==> config.mk <==
export PLATFORM = sky130hd
export DESIGN_NAME = asram_seq
export DESIGN_NICKNAME = d
export VERILOG_FILES = /design/src/rtl/asram_pkg.sv /design/src/rtl/asram_delay_cnt.sv /design/src/rtl/asram_seq_fsm.sv /design/src/rtl/asram_seq_dpath.sv /design/src/rtl/asram_seq.sv
export SDC_FILE = /design/constraint.sdc
export NUM_CORES = 1
export LEC_CHECK = 0
export ABC_AREA = 1
export CORE_MARGIN = 4
export CORE_UTILIZATION = 32
export DETAILED_ROUTE_END_ITERATION = 8
export DONT_BUFFER_PORTS = 1
export GPL_TIMING_DRIVEN = 0
export REMOVE_ABC_BUFFERS = 1
export SYNTH_ARGS = -nofsm -noshare
export SYNTH_HDL_FRONTEND = slang
export SYNTH_SLANG_ARGS = --single-unit
==> constraint.sdc <==
create_clock -name clk -period 2.1 [get_ports clk]
set_input_delay 0.525 -clock clk [delete_from_list [all_inputs] [get_ports clk]]
set_output_delay 0.525 -clock clk [all_outputs]
set_load 0.01 [all_outputs]
==> src/rtl/asram_pkg.sv <==
// Shared types and helpers for the static RAM cycle controller.
// Assumes a 16-bit RAM split into two byte lanes.
package asram_pkg;

    localparam int unsigned DATA_W = 16;
    localparam int unsigned LANES  = DATA_W / 8;

    typedef enum logic [2:0] {
        ST_IDLE,
        ST_READ,
        ST_TURN,
        ST_WPULSE,
        ST_WREC
    } seq_state_e;

    // Whole clock cycles covering a nanosecond limit (rounded up).
    function automatic int unsigned ns_to_cyc(input int unsigned ns, input int unsigned per);
        return (ns + per - 1) / per;
    endfunction

    // Larger of two counts.
    function automatic int unsigned max2(input int unsigned a, input int unsigned b);
        return (a > b) ? a : b;
    endfunction

endpackage

==> src/rtl/asram_delay_cnt.sv <==
// Loadable down-counter used to time a phase.
// done is high once the count has reached zero; it stays there until reloaded.
module asram_delay_cnt #(
    parameter int unsigned CW = 4
) (
    input  logic          clk,
    input  logic          rst_n,
    input  logic          load,
    input  logic [CW-1:0] load_val,
    output logic          done
);

    logic [CW-1:0] cnt_q;

    // Load a new count or step toward zero.
    always_ff @(posedge clk) begin
        if (!rst_n)
            cnt_q <= '0;
        else if (load)
            cnt_q <= load_val;
        else if (cnt_q != '0)
            cnt_q <= cnt_q - 1'b1;
    end

    assign done = (cnt_q == '0);

endmodule

==> src/rtl/asram_seq_fsm.sv <==
// Sequencer for the RAM access phases. It picks the next phase, loads the phase
// and turnaround counters, and registers the strobes from the next state so
// that every pin changes cleanly on a clock edge.
// Assumes the phase lengths passed in are all at least 1.
module asram_seq_fsm
    import asram_pkg::*;
#(
    parameter int unsigned CW    = 4,
    parameter int unsigned N_RD  = 12,
    parameter int unsigned N_WR  = 9,
    parameter int unsigned N_REC = 3,
    parameter int unsigned N_HZ  = 5
) (
    input  logic          clk,
    input  logic          rst_n,
    input  logic          req_valid,
    input  logic          req_write,
    input  logic          ph_done,
    input  logic          hz_done,
    output logic          ph_load,
    output logic [CW-1:0] ph_val,
    output logic          hz_load,
    output logic [CW-1:0] hz_val,
    output logic          acc,
    output logic          sel_nxt,
    output logic          cap_en,
    output logic          ready_q,
    output logic          sel_q,
    output logic          rd_q,
    output logic          wr_q,
    output logic          drv_q
);

    localparam logic [CW-1:0] L_RD  = CW'(N_RD - 1);
    localparam logic [CW-1:0] L_WR  = CW'(N_WR - 1);
    localparam logic [CW-1:0] L_REC = CW'(N_REC - 1);
    localparam logic [CW-1:0] L_HZ  = CW'(N_HZ - 1);

    seq_state_e state_q, nxt;

    // Next-phase choice and counter loads.
    always_comb begin
        nxt     = state_q;
        ph_load = 1'b0;
        ph_val  = '0;
        hz_load = 1'b0;
        acc     = 1'b0;
        case (state_q)
            ST_IDLE: begin
                if (req_valid) begin
                    acc = 1'b1;
                    if (!req_write) begin
                        nxt     = ST_READ;
                        ph_load = 1'b1;
                        ph_val  = L_RD;
                    end else if (!hz_done) begin
                        nxt = ST_TURN;
                    end else begin
                        nxt     = ST_WPULSE;
                        ph_load = 1'b1;
                        ph_val  = L_WR;
                    end
                end
            end
            ST_READ: begin
                if (ph_done) begin
                    nxt     = ST_IDLE;
                    hz_load = 1'b1;
                end
            end
            ST_TURN: begin
                if (hz_done) begin
                    nxt     = ST_WPULSE;
                    ph_load = 1'b1;
                    ph_val  = L_WR;
                end
            end
            ST_WPULSE: begin
                if (ph_done) begin
                    nxt     = ST_WREC;
                    ph_load = 1'b1;
                    ph_val  = L_REC;
                end
            end
            ST_WREC: begin
                if (ph_done)
                    nxt = ST_IDLE;
            end
            default: nxt = ST_IDLE;
        endcase
    end

    assign hz_val  = L_HZ;
    assign sel_nxt = (nxt == ST_READ) || (nxt == ST_WPULSE);
    assign cap_en  = (state_q == ST_READ) && ph_done;

    // Phase register and registered strobes derived from the next phase.
    always_ff @(posedge clk) begin
        if (!rst_n) begin
            state_q <= ST_IDLE;
            ready_q <= 1'b1;
            sel_q   <= 1'b0;
            rd_q    <= 1'b0;
            wr_q    <= 1'b0;
            drv_q   <= 1'b0;
        end else begin
            state_q <= nxt;
            ready_q <= (nxt == ST_IDLE);
            sel_q   <= sel_nxt;
            rd_q    <= (nxt == ST_READ);
            wr_q    <= (nxt == ST_WPULSE);
            drv_q   <= (nxt == ST_WPULSE) || (nxt == ST_WREC);
        end
    end

endmodule

==> src/rtl/asram_seq_dpath.sv <==
// Data path: holds the address, write data and byte mask of the current
// request, registers the byte strobes and captures read data per lane.
// Assumes acc only pulses while the chip is deselected.
module asram_seq_dpath
    import asram_pkg::*;
#(
    parameter int unsigned ADDR_W = 21
) (
    input  logic              clk,
    input  logic              rst_n,
    input  logic              acc,
    input  logic [ADDR_W-1:0] req_addr,
    input  logic [DATA_W-1:0] req_wdata,
    input  logic [LANES-1:0]  req_be,
    input  logic              sel_nxt,
    input  logic              cap_en,
    input  logic [DATA_W-1:0] ram_dat_i,
    output logic [ADDR_W-1:0] addr_q,
    output logic [DATA_W-1:0] wdata_q,
    output logic [LANES-1:0]  lane_n,
    output logic              rsp_valid_q,
    output logic [DATA_W-1:0] rdata_q
);

    logic [LANES-1:0] mask_q;
    logic [LANES-1:0] lane_act_q;

    // Hold the request fields for the whole access.
    always_ff @(posedge clk) begin
        if (!rst_n) begin
            addr_q  <= '0;
            wdata_q <= '0;
            mask_q  <= '0;
        end else if (acc) begin
            addr_q  <= req_addr;
            wdata_q <= req_wdata;
            mask_q  <= req_be;
        end
    end

    // Byte strobes are active only in the strobe phases, per the mask.
    always_ff @(posedge clk) begin
        if (!rst_n)
            lane_act_q <= '0;
        else if (sel_nxt)
            lane_act_q <= acc ? req_be : mask_q;
        else
            lane_act_q <= '0;
    end

    assign lane_n = ~lane_act_q;

    // Response valid follows the capture edge by one register.
    always_ff @(posedge clk) begin
        if (!rst_n)
            rsp_valid_q <= 1'b0;
        else
            rsp_valid_q <= cap_en;
    end

    for (genvar g = 0; g < LANES; g++) begin : g_lane
        // Capture one byte lane, zero when the lane was not selected.
        always_ff @(posedge clk) begin
            if (!rst_n)
                rdata_q[g*8 +: 8] <= 8'h00;
            else if (cap_en)
                rdata_q[g*8 +: 8] <= mask_q[g] ? ram_dat_i[g*8 +: 8] : 8'h00;
        end
    end

endmodule

==> src/rtl/asram_seq.sv <==
// Top of the static RAM cycle controller. It converts nanosecond limits into
// cycle counts, and wires the sequencer, the two delay counters and the data
// path together.
// Assumes a 16-bit RAM with two byte lanes and a free-running clock of
// CLK_PERIOD_NS.
module asram_seq
    import asram_pkg::*;
#(
    parameter int unsigned ADDR_W        = 21,
    parameter int unsigned CLK_PERIOD_NS = 4,
    parameter int unsigned T_RC_NS       = 45,
    parameter int unsigned T_AA_NS       = 45,
    parameter int unsigned T_DOE_NS      = 22,
    parameter int unsigned T_DBE_NS      = 45,
    parameter int unsigned T_WC_NS       = 45,
    parameter int unsigned T_PWE_NS      = 35,
    parameter int unsigned T_WEND_NS     = 35,
    parameter int unsigned T_SD_NS       = 25,
    parameter int unsigned T_HZ_NS       = 18
) (
    input  logic              clk,
    input  logic              rst_n,
    input  logic              req_valid,
    output logic              req_ready,
    input  logic              req_write,
    input  logic [ADDR_W-1:0] req_addr,
    input  logic [15:0]       req_wdata,
    input  logic [1:0]        req_be,
    output logic              rsp_valid,
    output logic [15:0]       rsp_rdata,
    output logic [ADDR_W-1:0] ram_addr,
    output logic              ram_sel_n,
    output logic              ram_sel,
    output logic              ram_rd_en_n,
    output logic              ram_wr_en_n,
    output logic              ram_hi_n,
    output logic              ram_lo_n,
    output logic [15:0]       ram_dat_o,
    output logic              ram_dat_oe,
    input  logic [15:0]       ram_dat_i
);

    localparam int unsigned P     = CLK_PERIOD_NS;
    localparam int unsigned N_RD  = max2(max2(ns_to_cyc(T_RC_NS, P), ns_to_cyc(T_AA_NS, P)),
                                         max2(ns_to_cyc(T_DOE_NS, P), ns_to_cyc(T_DBE_NS, P)));
    localparam int unsigned N_WR  = max2(max2(ns_to_cyc(T_PWE_NS, P), ns_to_cyc(T_WEND_NS, P)),
                                         ns_to_cyc(T_SD_NS, P));
    localparam int unsigned N_WC  = max2(ns_to_cyc(T_WC_NS, P), N_WR + 1);
    localparam int unsigned N_REC = N_WC - N_WR;
    localparam int unsigned N_HZ  = max2(ns_to_cyc(T_HZ_NS, P), 1);
    localparam int unsigned N_MAX = max2(max2(N_RD, N_WR), max2(N_REC, N_HZ));
    localparam int unsigned CW    = $clog2(N_MAX + 1);

    logic          ph_load, hz_load, ph_done, hz_done;
    logic [CW-1:0] ph_val, hz_val;
    logic          acc, sel_nxt, cap_en;
    logic          sel_q, rd_q, wr_q, drv_q;
    logic [1:0]    lane_n;

    asram_seq_fsm #(
        .CW(CW), .N_RD(N_RD), .N_WR(N_WR), .N_REC(N_REC), .N_HZ(N_HZ)
    ) u_fsm (
        .clk(clk), .rst_n(rst_n),
        .req_valid(req_valid), .req_write(req_write),
        .ph_done(ph_done), .hz_done(hz_done),
        .ph_load(ph_load), .ph_val(ph_val),
        .hz_load(hz_load), .hz_val(hz_val),
        .acc(acc), .sel_nxt(sel_nxt), .cap_en(cap_en),
        .ready_q(req_ready), .sel_q(sel_q), .rd_q(rd_q), .wr_q(wr_q), .drv_q(drv_q)
    );

    asram_delay_cnt #(.CW(CW)) u_phase_cnt (
        .clk(clk), .rst_n(rst_n), .load(ph_load), .load_val(ph_val), .done(ph_done)
    );

    asram_delay_cnt #(.CW(CW)) u_turn_cnt (
        .clk(clk), .rst_n(rst_n), .load(hz_load), .load_val(hz_val), .done(hz_done)
    );

    asram_seq_dpath #(.ADDR_W(ADDR_W)) u_dpath (
        .clk(clk), .rst_n(rst_n), .acc(acc),
        .req_addr(req_addr), .req_wdata(req_wdata), .req_be(req_be),
        .sel_nxt(sel_nxt), .cap_en(cap_en), .ram_dat_i(ram_dat_i),
        .addr_q(ram_addr), .wdata_q(ram_dat_o), .lane_n(lane_n),
        .rsp_valid_q(rsp_valid), .rdata_q(rsp_rdata)
    );

    assign ram_sel_n   = ~sel_q;
    assign ram_sel     = sel_q;
    assign ram_rd_en_n = ~rd_q;
    assign ram_wr_en_n = ~wr_q;
    assign ram_dat_oe  = drv_q;
    assign ram_hi_n    = lane_n[1];
    assign ram_lo_n    = lane_n[0];

endmodule

== Word level (Yosys, flattened, before mapping) ==
Cells that the tools add are included.
Widths: inputs -> output; s select.
Cells by class
  eq/ne operators: 7
  reductions and logical operators: 14
  mux-type cells: 27
  bitwise logic cells: 5
  add/subtract/negate cells: 2
Operator list (number)
  $mux 3: 7
  $mux 4: 5
  $mux 8: 2
  $pmux 3 s4: 1
  $pmux 4 s3: 1
  $eq 3x2->1 const B: 3
  $logic_not 4->1: 2
  $mux 1: 8
  $reduce_bool 4->1: 2
  $sub 4x1->4 const B: 2
  $eq 3x1->1 const B: 2
  $eq 3x3->1 const B: 2
  $logic_not 3->1: 2
  $mux 2: 2
  $not 1->1: 4
  $reduce_bool 2->1: 2
  $reduce_or 2->1: 2
  $pmux 1 s3: 1
  $logic_or 1x1->1: 2
  $not 2->2: 1
  $reduce_and 2->1: 1
  $logic_and 1x1->1: 1
Storage, ports and cells
  output and inout bits: 62
  flip-flop bits (word level): 74

== Longest topological paths before layout ==
  depth in word-level cells: 8
  gate-level depth with buffers: 10
  mapped depth without buffers: 10

== Modules after synthesis ==
Synthesis repeated with hierarchy kept, for this count alone.
Second synthesis, totals
  cell total of the unflattened synthesis: 409
  area, all modules: 3069.2 sq um
By module, submodules not included
  asram_seq_dpath: area an instance 2060.7 sq um, cells an instance 257, times used 1
  asram_seq_fsm: area an instance 501.7 sq um, cells an instance 69, times used 1
  asram_delay_cnt: area an instance 247.7 sq um, cells an instance 40, times used 2
  asram_seq: area an instance 11.3 sq um, cells an instance 3, times used 1

== Worst setup path after synthesis ==
Ideal clock, no wire load.
  path type: flip-flop to flip-flop
  from: register u_phase_cnt.cnt_q[0]
  to: register u_dpath.rdata_q[8]
  setup time: 0.059 ns
  setup slack: 0.724 ns
  required time: 2.041 ns
  clock period less this slack: 1.376 ns
  arrival: 1.317 ns
  stages on the path, launching flop included: 10
  cells stage by stage: dfxtp_1 inv_1 ha_1 nand2_2 inv_2 nand4_4 nor2_8 buf_8 nand3_1 nand2_1
Between the ends
  word-level cells in the longest chain between the ends: 2
RTL lines
  start: declaration: RTL line asram_delay_cnt.sv:13  | logic [CW-1:0] cnt_q;
  start signal: assignment: RTL line asram_delay_cnt.sv:20  | cnt_q <= load_val;
  start signal: assignment: RTL line asram_delay_cnt.sv:22  | cnt_q <= cnt_q - 1'b1;
  $logic_not 4->1: RTL line asram_delay_cnt.sv:25  | assign done = (cnt_q == '0);
  $logic_and 1x1->1: RTL line asram_seq_fsm.sv:95  | assign cap_en = (state_q == ST_READ) && ph_done;
  end signal: indexed assignment: RTL line asram_seq_dpath.sv:67  | rdata_q[g*8 +: 8] <= mask_q[g] ? ram_dat_i[g*8 +: 8] : 8'h00;
  end: declaration: RTL line asram_seq_dpath.sv:22  | output logic [DATA_W-1:0] rdata_q
No other way between the ends.
A chain may end at the register's enable or synchronous reset.

== Worst setup path after layout ==
  from: register u_phase_cnt.cnt_q[0]
  to: register u_dpath.rdata_q[6]
The elaborated chain is that of the path after synthesis.

==> summary.md <==
The run gives 3 as the H-tree depth. Category of the worst setup path capture point: a flop. The share of flip-flops with an asynchronous set or reset came out at 0.

Measured slew at the worst slew-check pin: 0.730 ns. Using the TritonRoute via totals, the vias-per-cell ratio works out to 4.81. The die boundary width works out to 102 um. The tools report the sequential cell area as 1480 um2. The final design utilization was 0.360. The tools report the critical path arrival as 2.02 ns. Synthesis produced a netlist whose cell count is 363.

The class of the most critical hold timing path was in2reg. Summing all multi-input logic gate instances after layout gives 1150 um2. The worst register-to-register path has a depth of 8. The flow ran to the end, and the final reports show no timing, DRC or antenna violations.

The detailed-route via count was 2284; the initial core utilization was 0.326. The leakage power came out at 1.40 nW. Yosys instantiated no cell more often than sky130_fd_sc_hd__nor2_1.

The tools report the maximum count of clock buffers along a single path as 2. The tools report the number of buffers added to fix hold violations after cts as 0. Final worst clock skew: 0.00895 ns. The number of antenna violations at the first check in global routing is 0, and the number of ports placed on the die boundary is 121. Number of max-capacitance violations reported: 0. The number of routed nets with antenna violations came out at 0. The final critical delay including setup and external delays is 1.74 ns, and the clock buffer count from CTS is 9.

The synthesized design spends more area on one cell type than any other, namely sky130_fd_sc_hd__dfxtp_1. Ranked by total cell area, the synthesized netlist is headed by sky130_fd_sc_hd__dfxtp_1 52%, sky130_fd_sc_hd__nor2_1 13%, sky130_fd_sc_hd__nand3_1 7.3%, sky130_fd_sc_hd__o21ai_0 6.4%, sky130_fd_sc_hd__nand2_1 5.3%. Maximum operating frequency: 576 MHz. After synthesis the cells add up to 2830 um2. 0 antenna diodes ended up in the layout.

Summed over all layers, the global routing overflow is 0. The total power after layout was 0.00460 W; the floorplan core area was 8680 um2. The logs give -0.238 ns for the minimum setup slack after placement and 0.000511 V for the worst-case vdd ir drop.

After clock tree synthesis, the repair step resized 0 gates. Of all nets on the critical path, the largest fanout is 19. The clock reaches the later pin of the worst-skew pair after 0.34 ns. The run gives 0 as the number of design rule violations left after detail routing. Averaged over all synthesized cells, the footprint is 7.79 um2.

The power per unit of standard cell area came out at 1470 nW/um2. At the worst endpoint, the required time is 2.38 ns. The number of flops mapped to enable cells by yosys came out at 0.

The logs give 62 for the maximum number of pins on one net before global-route repair and 28 for the number of distinct standard cells referenced by the synthesized netlist. TritonCTS built the clock tree. Relative to the synthesized area, the layout overhead comes to 10.3%. The reg-to-reg critical path startpoint was u_phase_cnt.cnt_q[0]$_SDFFE_PN0P_.

In the final timing run, aggregate negative setup slack is 0 ns. The total routing resource utilization after global routing came out at 0.136. The startpoint identified for the worst hold timing path is rst_n. The relative slew slack came out at 0.513. The capture instance of the worst register-to-register path was u_dpath.rdata_q[6]$_SDFFE_PN0P_.

Fraction of layout cells with a size suffix above 1: 0.0926. Following the worst setup path forward leads to its endpoint at u_dpath.rdata_q[6]$_SDFFE_PN0P_. The routed wire length was 6.98 mm; the post-layout net count was 423. The floorplan has 34 rows. The worst register-to-register path has a setup slack of 0.36 ns. The critical path is of the reg2reg type. Sorting the synthesized cells by how often they occur yields 97 x sky130_fd_sc_hd__nor2_1, 74 x sky130_fd_sc_hd__dfxtp_1, 41 x sky130_fd_sc_hd__nand3_1.

The max-slew violation count was 0; the half-perimeter wire length after detailed placement was 4.49 mm. The tools report the number of clock sinks as 74. Commonest register cell after synthesis: sky130_fd_sc_hd__dfxtp_1. The portion of synthesized cell area occupied by the leading cell type works out to 0.524. The post-synthesis sequential element count is 74, and the number of warning messages in the yosys log is 0.

The critical path starts at u_phase_cnt.cnt_q[0]$_SDFFE_PN0P_. The count of buffers inserted at the top-level ports is 0. For the iteration count of the initial detailed-routing pass, the log shows 4. Clock-pin slew was measured on the worst setup and hold paths at 0.08 ns. The congestion estimate from routability-driven global placement came to 0.806. Setup repair after global routing left no endpoint under its margin. The first global-routing pass estimated 10.8 mm of wire. The tools report the number of setup violations in the final report as 0. The run gives 0 as the final number of hold-violating endpoints.

For the number of global-route vias before repair, the log shows 2123. The final clock period utilization by the worst path was 0.827. Buffer cell driving the clock tree root: sky130_fd_sc_hd__clkbuf_8.

The run gives 0.524 as the proportion of synthesized chip area in sequential cells. Detailed router's first-iteration violation count: 70. Measured along the y axis, the die boundary spans 102 um. Fill cells in the final layout number 914.

The tools report the die area as 10400 um2. Setup slack closes at 0.363 ns. STA classifies the critical path startpoint as a flop. After detailed routing, the average wire length per cell comes to 14.7 um.
-- worst min path at each step --
stage / endpoint / slack [ns] / depth (start not counted)
after CTS: u_fsm.ready_q$_SDFF_PN1_ / 0.24 / 1
final: u_fsm.ready_q$_SDFF_PN1_ / 0.26 / 1
after detailed placement: u_turn_cnt.cnt_q[0]$_SDFFE_PP0N_ / 0.46 / 2
after global placement: u_turn_cnt.cnt_q[0]$_SDFFE_PP0N_ / 0.45 / 2
after floorplan: u_turn_cnt.cnt_q[0]$_SDFFE_PP0N_ / 0.44 / 2
after global routing: u_fsm.ready_q$_SDFF_PN1_ / 0.24 / 1
-- cell families (layout without fill, tap and decap cells) --
family / Yosys count / count (layout) / share of synthesized area
xor+xnor: 4 / 4 / 0.0124
fa+ha+maj: 2 / 2 / 0.00884
flops: 74 / 74 / 0.524
buf+inv: 46 / 48 / 0.0730
simple gates: 191 / 193 / 0.297
mux: 2 / 2 / 0.00708
compound gates: 44 / 44 / 0.0783
-- final cells by class --
type | count | area share
clock buffer | 10 | 0.0409
clock inverter | 6 | 0.0285
inverter | 28 | 0.0337
multi-input combinational | 245 | 0.370
sequential | 74 | 0.475
tap | 108 | 0.0433
timing repair buffer | 4 | 0.00962
-- critical path: stages, from the launching register on --
cell,delay (ns)
sky130_fd_sc_hd__dfxtp_1,0.30
sky130_fd_sc_hd__inv_1,0.10
sky130_fd_sc_hd__ha_1,0.21
sky130_fd_sc_hd__nand2_2,0.13
sky130_fd_sc_hd__inv_2,0.12
sky130_fd_sc_hd__nand4_4,0.29
sky130_fd_sc_hd__nor2_8,0.34
sky130_fd_sc_hd__nand3_1,0.10
sky130_fd_sc_hd__nand2_1,0.08
-- report_power, final --
group	switching, W	internal [W]	leakage (nW)
logic	0.000860	0.000444	0.691
clock network	0.000540	0.000672	0.103
registers	0.000341	0.00175	0.608
total	0.00174	0.00286	1.40
-- metrics by stage --
stage               instance area (um2)  cells  hold WS (ns)
floorplan                          2730    345         0.439
global placement                   2860    453         0.452
detailed placement                 2860    453         0.460
CTS                                3090    471         0.239
global route                       3120    475         0.235
finish                             3120    475         0.265
-- sequential cells by signal, indices dropped and copies added, names as in the netlist --
| register | cells |
|---|---|
| u_dpath.addr_q | 21 |
| u_dpath.rdata_q | 16 |
| u_dpath.wdata_q | 16 |
| u_phase_cnt.cnt_q | 4 |
| u_turn_cnt.cnt_q | 4 |
| u_fsm.state_q | 3 |
| u_dpath.lane_act_q | 2 |
| u_dpath.mask_q | 2 |
| u_dpath.rsp_valid_q | 1 |
| u_fsm.drv_q | 1 |
| u_fsm.rd_q | 1 |
| u_fsm.ready_q | 1 |
| u_fsm.sel_q | 1 |
| u_fsm.wr_q | 1 |
-- per-layer routing --
layer,up-vias,share of wire,track usage
met2,110,0.45,0.218
li1,1153,-,-
met1,1016,0.44,0.163
met4,0,0.012,0.0484
met3,5,0.10,0.0580
met5,-,0,0
-- placed cells by master, fill, tap and decap left out, types with 3 or more instances in the layout --
cell type,count
sky130_fd_sc_hd__nand2_1,40
sky130_fd_sc_hd__nor2_1,97
sky130_fd_sc_hd__xnor2_1,3
sky130_fd_sc_hd__inv_1,26
sky130_fd_sc_hd__o21ai_0,36
sky130_fd_sc_hd__o21ai_1,3
sky130_fd_sc_hd__buf_4,4
sky130_fd_sc_hd__dfxtp_1,74
sky130_fd_sc_hd__nor2_2,4
sky130_fd_sc_hd__nand3_1,41
sky130_fd_sc_hd__or2_2,3
sky130_fd_sc_hd__clkbuf_8,9
sky130_fd_sc_hd__a21oi_1,4
-- timing repair --
| item | in CTS | in global routing |
|---|---|---|
| endpoints found under the setup margin | 40 | 8 |
| buffers inserted | 0 | 4 |
| pin swaps | 1 | 1 |
| gates cloned | 2 | 0 |
No activity file was read; power rests on OpenSTA's default activity.
